<file path="config.mk">
export PLATFORM = sky130hd
export DESIGN_NAME = rtcbank
export DESIGN_NICKNAME = d
export VERILOG_FILES = /design/src/rtl/rtcbank_pkg.sv /design/src/rtl/rtcbank_ctrl.sv /design/src/rtl/rtcbank_dp.sv /design/src/rtl/rtcbank.sv
export SDC_FILE = /design/constraint.sdc
export NUM_CORES = 1
export LEC_CHECK = 0
export ABC_AREA = 1
export ABC_CLOCK_PERIOD_IN_PS = 3900
export BUFFER_PORTS_ARGS = -buffer_cell sky130_fd_sc_hd__buf_2
export CAP_MARGIN = 30
export CORE_MARGIN = 4
export CORE_UTILIZATION = 50
export CTS_CLUSTER_DIAMETER = 50
export CTS_CLUSTER_SIZE = 14
export DETAILED_ROUTE_END_ITERATION = 8
export PLACE_DENSITY = 0.79
export SLEW_MARGIN = 20
export SYNTH_ARGS = -nofsm -noshare
export SYNTH_HDL_FRONTEND = slang
export SYNTH_SLANG_ARGS = --single-unit
</file>
<file path="constraint.sdc">
create_clock -name clk -period 3.9 [get_ports clk]
set_clock_uncertainty 0.1 [all_clocks]
set_input_delay 0 -clock clk [delete_from_list [all_inputs] [get_ports clk]]
set_output_delay 0 -clock clk [all_outputs]
set_load 0.005 [all_outputs]
</file>
<file path="src/rtl/rtcbank_pkg.sv">
package rtcbank_pkg;
  localparam int ADDR_W  = 5;
  localparam int CTL_IDX = 7;
  localparam int TRK_IDX = 8;

  typedef struct packed {
    logic snap;          // capture live time into shadow
    logic stageWr;       // write accWrData into staging slot
    logic ctlWr;         // direct control byte write
    logic ctlFromStage;  // load control from staged burst byte
    logic trkWr;         // charger configuration write
    logic ramWr;         // scratch RAM write
    logic commit;        // hand staged time to counters
  } bankStrb_t;
endpackage

</file>
<file path="src/rtl/rtcbank_ctrl.sv">
module rtcbank_ctrl
  import rtcbank_pkg::*;
#(
  parameter int TIME_BYTES = 7,
  parameter int RAM_WORDS  = 31
) (
  input  logic              clk,
  input  logic              rstN,
  input  logic              ceIn,
  input  logic              accValid,
  input  logic              accWrite,
  input  logic              accRam,
  input  logic              accBurst,
  input  logic [ADDR_W-1:0] accAddr,
  input  logic              wpBit,
  output bankStrb_t         strb,
  output logic [TIME_BYTES:0] stageMask
);
  localparam int NSTG  = TIME_BYTES + 1;
  localparam int IDX_W = $clog2(NSTG);

  logic ceQ, burstQ;
  logic [NSTG-1:0] maskQ, maskBase;
  logic ceRise, ceFall, wrAcc;
  logic [IDX_W-1:0] idx;

  assign idx       = accAddr[IDX_W-1:0];
  assign stageMask = maskQ;

  always_comb begin
    ceRise = ceIn & ~ceQ;
    ceFall = ~ceIn & ceQ;
    wrAcc  = accValid & accWrite & ceIn;
    strb      = '0;
    strb.snap = ceRise;
    if (wrAcc) begin
      if (accRam)
        strb.ramWr = !wpBit && (accAddr < ADDR_W'(RAM_WORDS));
      else if (accBurst)
        strb.stageWr = accAddr < ADDR_W'(NSTG);
      else if (accAddr < ADDR_W'(TIME_BYTES))
        strb.stageWr = !wpBit;
      else if (accAddr == ADDR_W'(CTL_IDX))
        strb.ctlWr = 1'b1;
      else if (accAddr == ADDR_W'(TRK_IDX))
        strb.trkWr = !wpBit;
    end
    if (ceFall) begin
      if (burstQ) begin
        strb.commit       = (&maskQ) && !wpBit;
        strb.ctlFromStage = (&maskQ) && !wpBit;
      end else begin
        strb.commit = |maskQ[TIME_BYTES-1:0];
      end
    end
  end

  always_comb begin
    maskBase = ceRise ? '0 : maskQ;
    if (strb.stageWr) maskBase[idx] = 1'b1;
  end

  always_ff @(posedge clk or negedge rstN) begin
    if (!rstN) begin
      ceQ    <= 1'b0;
      burstQ <= 1'b0;
      maskQ  <= '0;
    end else begin
      ceQ    <= ceIn;
      maskQ  <= maskBase;
      burstQ <= (ceRise ? 1'b0 : burstQ) | (strb.stageWr & accBurst);
    end
  end
endmodule

</file>
<file path="src/rtl/rtcbank_dp.sv">
module rtcbank_dp
  import rtcbank_pkg::*;
#(
  parameter int         TIME_BYTES = 7,
  parameter int         RAM_WORDS  = 31,
  parameter logic [7:0] TRK_RESET  = 8'h5C,
  parameter logic [7:0] CTL_RESET  = 8'h80
) (
  input  logic                      clk,
  input  logic                      rstN,
  input  bankStrb_t                 strb,
  input  logic [TIME_BYTES:0]       stageMask,
  input  logic                      accRam,
  input  logic [ADDR_W-1:0]         accAddr,
  input  logic [7:0]                accWrData,
  input  logic [TIME_BYTES*8-1:0]   liveTime,
  output logic [7:0]                rdData,
  output logic                      wpBit,
  output logic                      commitStb,
  output logic [TIME_BYTES-1:0]     commitMask,
  output logic [TIME_BYTES*8-1:0]   commitData,
  output logic                      chgEnable,
  output logic                      chgTwoDiodes,
  output logic [1:0]                chgResSel
);
  localparam int NSTG  = TIME_BYTES + 1;
  localparam int IDX_W = $clog2(NSTG);

  logic [7:0] shadow [TIME_BYTES];
  logic [7:0] stage  [NSTG];
  logic [7:0] ram    [RAM_WORDS];
  logic [7:0] trkCfg;
  logic [TIME_BYTES*8-1:0] stagedBus;
  logic [IDX_W-1:0] idx;

  assign idx = accAddr[IDX_W-1:0];

  for (genvar i = 0; i < TIME_BYTES; i++) begin : g_byte
    always_ff @(posedge clk or negedge rstN) begin
      if (!rstN) shadow[i] <= '0;
      else if (strb.snap) shadow[i] <= liveTime[8*i +: 8];
    end
    assign stagedBus[8*i +: 8] = stageMask[i] ? stage[i] : 8'h00;
  end

  always_ff @(posedge clk or negedge rstN) begin
    if (!rstN) begin
      for (int i = 0; i < NSTG; i++) stage[i] <= '0;
      for (int i = 0; i < RAM_WORDS; i++) ram[i] <= '0;
      trkCfg     <= TRK_RESET;
      wpBit      <= CTL_RESET[7];
      commitStb  <= 1'b0;
      commitMask <= '0;
      commitData <= '0;
    end else begin
      if (strb.stageWr) stage[idx] <= accWrData;
      if (strb.ramWr) ram[accAddr] <= accWrData;
      if (strb.trkWr) trkCfg <= accWrData;
      if (strb.ctlWr) wpBit <= accWrData[7];
      else if (strb.ctlFromStage) wpBit <= stage[CTL_IDX][7];
      commitStb  <= strb.commit;
      commitMask <= strb.commit ? stageMask[TIME_BYTES-1:0] : '0;
      commitData <= strb.commit ? stagedBus : '0;
    end
  end

  always_comb begin
    rdData = 8'h00;
    if (accRam) begin
      if (accAddr < ADDR_W'(RAM_WORDS)) rdData = ram[accAddr];
    end else if (accAddr < ADDR_W'(TIME_BYTES)) begin
      rdData = shadow[idx];
    end else if (accAddr == ADDR_W'(CTL_IDX)) begin
      rdData = {wpBit, 7'b0};
    end else if (accAddr == ADDR_W'(TRK_IDX)) begin
      rdData = trkCfg;
    end
  end

  always_comb begin
    chgEnable    = (trkCfg[7:4] == 4'b1010) && (trkCfg[3] ^ trkCfg[2]) && (trkCfg[1:0] != 2'b00);
    chgTwoDiodes = chgEnable & trkCfg[3];
    chgResSel    = chgEnable ? trkCfg[1:0] : 2'b00;
  end
endmodule

</file>
<file path="src/rtl/rtcbank.sv">
module rtcbank
  import rtcbank_pkg::*;
#(
  parameter int         TIME_BYTES = 7,
  parameter int         RAM_WORDS  = 31,
  parameter logic [7:0] TRK_RESET  = 8'h5C,
  parameter logic [7:0] CTL_RESET  = 8'h80
) (
  input  logic                    clk,
  input  logic                    rstN,
  input  logic                    ceIn,
  input  logic                    accValid,
  input  logic                    accWrite,
  input  logic                    accRam,
  input  logic                    accBurst,
  input  logic [4:0]              accAddr,
  input  logic [7:0]              accWrData,
  output logic [7:0]              rdData,
  input  logic [TIME_BYTES*8-1:0] liveTime,
  output logic                    commitStb,
  output logic [TIME_BYTES-1:0]   commitMask,
  output logic [TIME_BYTES*8-1:0] commitData,
  output logic                    chgEnable,
  output logic                    chgTwoDiodes,
  output logic [1:0]              chgResSel
);
  bankStrb_t strbBus;
  logic [TIME_BYTES:0] stageMask;
  logic wpBit;

  rtcbank_ctrl #(.TIME_BYTES(TIME_BYTES), .RAM_WORDS(RAM_WORDS)) u_ctrl (
    .clk(clk), .rstN(rstN), .ceIn(ceIn), .accValid(accValid),
    .accWrite(accWrite), .accRam(accRam), .accBurst(accBurst),
    .accAddr(accAddr), .wpBit(wpBit), .strb(strbBus), .stageMask(stageMask)
  );

  rtcbank_dp #(.TIME_BYTES(TIME_BYTES), .RAM_WORDS(RAM_WORDS),
               .TRK_RESET(TRK_RESET), .CTL_RESET(CTL_RESET)) u_dp (
    .clk(clk), .rstN(rstN), .strb(strbBus), .stageMask(stageMask),
    .accRam(accRam), .accAddr(accAddr), .accWrData(accWrData),
    .liveTime(liveTime), .rdData(rdData), .wpBit(wpBit),
    .commitStb(commitStb), .commitMask(commitMask), .commitData(commitData),
    .chgEnable(chgEnable), .chgTwoDiodes(chgTwoDiodes), .chgResSel(chgResSel)
  );
endmodule

</file>
==> summary.json <==
{
  "clock_network": {
    "ctsLongestPathBuffers": 3,
    "numClockSinks": 444,
    "h_tree_depth_reported_by_cts": 2,
    "path_clk_slew_ns": 0.07,
    "clock_tree_from_tritoncts": "done",
    "cts_root_buf": "sky130_fd_sc_hd__clkbuf_16",
    "tritoncts.num_buffers": 42,
    "insertion_delay_ns": 0.60,
    "cts_post_setup_buffers_inserted": 0
  },
  "cells_and_area": {
    "nNetsFinal": 2726,
    "mostFrequentLayoutCell": "sky130_fd_sc_hd__nand2_1",
    "cell_area_after_layout_um2": 23000,
    "area.growth.synth_to_final_pct": 17.3,
    "drive_gt1_frac": 0.107,
    "layout.filler_cells": 3264,
    "fin_cells": 3192,
    "layout_common_cells": "sky130_fd_sc_hd__nand2_1 (1,224), sky130_fd_sc_hd__dfrtp_1 (439), sky130_fd_sc_hd__o21ai_0 (314), sky130_fd_sc_hd__buf_2 (149), sky130_fd_sc_hd__inv_1 (132)",
    "finalCoreUtilization": 0.595
  },
  "worst_hold_path": {
    "hold_path_depth": 5,
    "worstHoldPathType": "input port to register",
    "min_delay_worst_endpoint": "u_dp.ram[25]",
    "hold_path_startpoint": "accAddr[4]"
  },
  "route": {
    "drtPass1Iterations": 7,
    "antenna_left": 0,
    "wl_per_cell_um": 17.1,
    "vias_per_cell": 5.36,
    "drc_errors": 0,
    "first_iter_violations": 1834,
    "dr_total_vias": 17100,
    "detail_route.wirelength_mm": 54.5
  },
  "floorplan": {
    "core_region_area_um2": 38700,
    "initial_core_util": 0.507,
    "die_w_um": 206,
    "chipHeight_um": 206,
    "floorplan.io_pins": 152,
    "die-area_um2": 42500,
    "fp-row-count": 72
  },
  "run_status": {
    "run_status": "complete, no violations"
  },
  "global_routing": {
    "grt_remaining_overflow": 0,
    "antenna_violations_before_repair": 1,
    "grt_pass1_vias": 17000,
    "maximum_number_of_pins_on_one_net_before_global_route_repair": 116,
    "grt_pass1_wl_mm": 88.2,
    "track_usage": 0.260
  },
  "synthesis": {
    "postSynthAreaPerCell_um2": 7.94,
    "fraction_of_synthesis_flops_using_an_asynchronous_set_or_reset_pin": 1.00,
    "sequential_fraction_of_the_synthesis_area": 0.566,
    "synthesis.area_um2": 19600,
    "post_synth_inst_count": 2474,
    "postSynthRegisterBits": 444,
    "synth_cell_types": 31,
    "synth_warnings": 0,
    "edff_count_synth": 0,
    "synth_ff_type": "sky130_fd_sc_hd__dfrtp_1",
    "synthesis.nets": 2550
  },
  "placement": {
    "detailed_place_hpwl_mm": 32.7,
    "port_buffers": 151,
    "globalplace.congestion": 0.895,
    "placedInstanceArea_um2": 20700,
    "dp_cells": 3029
  },
  "pwr": {
    "p_per_area_nw_per_um2": 432,
    "total_leakage_power_nw": 12.0,
    "worst_voltage_drop_across_the_vdd_grid_mv": 0.256,
    "design_power_total_w": 0.00994,
    "power_report.internal_total_w": 0.00741,
    "p_switching_w": 0.00253,
    "seqPwrFrac": 0.498,
    "p_clk_frac": 0.416,
    "power.share.combinational": 0.086,
    "switching_share": 0.255
  },
  "timing": {
    "timing_max_transition_violations_final": 0,
    "tightestPinTransition_ns": 0.979,
    "grt_setup_unrepaired": "false",
    "fmax_ghz": 0.320,
    "post-route-period-util": 0.801,
    "layout_min_cycle_time_ns": 3.12,
    "count_of_endpoints_failing_setup_in_the_final_report": 0,
    "hold_viol": 0,
    "relSlewSlack": 0.345,
    "tns_ns": 0
  },
  "critical_path": {
    "rr_endpoint": "u_dp.ram[91]",
    "worstSetupEndpointType": "register",
    "worstSetupStartpointType": "input port",
    "timing.critical_path.required_ns": 4.33,
    "critical_path_class": "input port to register",
    "regToRegStartpoint": "u_dp.wpBit",
    "critPathMaxFanout": 21,
    "ff2ff_path_depth": 7,
    "critPathArrivalTime_ns": 3.56,
    "reg2reg_setup_slack_ns": 1.26
  },
  "run": {
    "maxCapViolCount": 0
  }
}
area by class of cell:
| class | count | area [µm²] | share of cell area |
|---|---|---|---|
| Antenna cell | 1 | 2.50 | 0.000109 |
| Clock buffer | 49 | 1100 | 0.0476 |
| Clock inverter | 18 | 275 | 0.0120 |
| Inverter | 138 | 519 | 0.0225 |
| Multi-Input combinational cell | 1755 | 7400 | 0.321 |
| Sequential cell | 444 | 11100 | 0.483 |
| Tap cell | 518 | 648 | 0.0281 |
| Timing Repair Buffer | 269 | 1970 | 0.0857 |
registers in the layout (all words and copies together) (netlist names):
name and count:
u_dp.shadow 56, u_dp.stage 57, u_dp.wpBit 1, u_dp.commitData 56
u_dp.commitMask 7, u_ctrl.ceQ 1, u_dp.commitStb 1, u_ctrl.stageMask 8
u_dp.ram 248, u_ctrl.burstQ 1, u_dp.trkCfg 8
Yosys cell counts, drive strengths merged, types with 5 or more instances:
| cell type | instances | share of area |
|---|---|---|
| a21oi | 17 | 0.0043 |
| buf | 57 | 0.016 |
| clkbuf | 80 | 0.016 |
| dfrtp | 439 | 0.56 |
| dfstp | 5 | 0.0067 |
| inv | 138 | 0.026 |
| nand2 | 1229 | 0.24 |
| nand3 | 53 | 0.021 |
| nand4 | 17 | 0.0064 |
| nor2 | 100 | 0.021 |
| nor3 | 10 | 0.0042 |
| o21ai | 325 | 0.083 |
cell families (layout without fill, tap and decap cells):
family,Yosys count,in the layout,synth area share
AND/OR/NAND/NOR,1410,1410,0.288
AO/OA/AOI/OAI,345,345,0.0884
buffers and inverters,275,474,0.0576
flip-flops,444,444,0.566
other,0,1,0
how the worst max path moves through the flow:
stage / slack, ns / start / cells past startpoint / end
2_1_floorplan: 2.30 / u_dp.wpBit / 8 / u_dp.ram[30]
3_3_place_gp: 1.11 / accAddr[2] / 9 / u_dp.ram[155]
3_5_place_dp: 1.02 / accAddr[2] / 9 / u_dp.ram[237]
5_1_grt: 0.61 / accAddr[2] / 12 / u_dp.ram[91]
4_1_cts: 0.97 / accAddr[2] / 12 / u_dp.ram[92]
6_report: 0.78 / accAddr[2] / 12 / u_dp.ram[91]
per-layer routing:
| layer | share of wire | vias to the layer above | global-route usage |
|---|---|---|---|
| met2 | 0.48 | 769 | 0.426 |
| met1 | 0.40 | 8185 | 0.343 |
| met3 | 0.084 | 154 | 0.0480 |
| met4 | 0.038 | 0 | 0.109 |
| met5 | 0 | - | 0 |
| li1 | - | 8015 | - |
power by group through the flow:
stage | Sequential (W) | Clock (W) | Combinational, W
2_1_floorplan | 0.00500 | 0 | 0.000456
3_3_place_gp | 0.00502 | 0 | 0.000739
3_5_place_dp | 0.00503 | 0 | 0.000763
4_1_cts | 0.00495 | 0.00420 | 0.000838
5_1_grt | 0.00497 | 0.00438 | 0.000962
6_report | 0.00495 | 0.00414 | 0.000852
stage by stage:
step / hold WS, ns / setup slack (ns)
5_1_grt: 0.0577 / 0.613
2_1_floorplan: -0.396 / 2.30
6_report: 0.0437 / 0.777
3_3_place_gp: -0.00732 / 1.11
3_5_place_dp: -0.00456 / 1.02
4_1_cts: 0.00418 / 0.967
what timing repair did:
item | CTS | global route
resized for setup | 0 | 0
hold buffers | 93 | 0
hold endpoints to repair | 241 | 0
worst max-delay path, stage by stage:
cell                            delay [ns]
sky130_fd_sc_hd__dlygate4sd3_1        0.53
sky130_fd_sc_hd__buf_2                0.29
sky130_fd_sc_hd__inv_1                0.44
sky130_fd_sc_hd__nor2_1               0.10
sky130_fd_sc_hd__buf_4                0.20
sky130_fd_sc_hd__nand2_1              0.10
sky130_fd_sc_hd__nand3_4              0.20
sky130_fd_sc_hd__nor2_2               0.35
sky130_fd_sc_hd__nand2_1              0.10
sky130_fd_sc_hd__dlygate4sd3_1        0.59
sky130_fd_sc_hd__nand2_1              0.08
sky130_fd_sc_hd__dlygate4sd3_1        0.55
(Power assumes the default switching activity.)
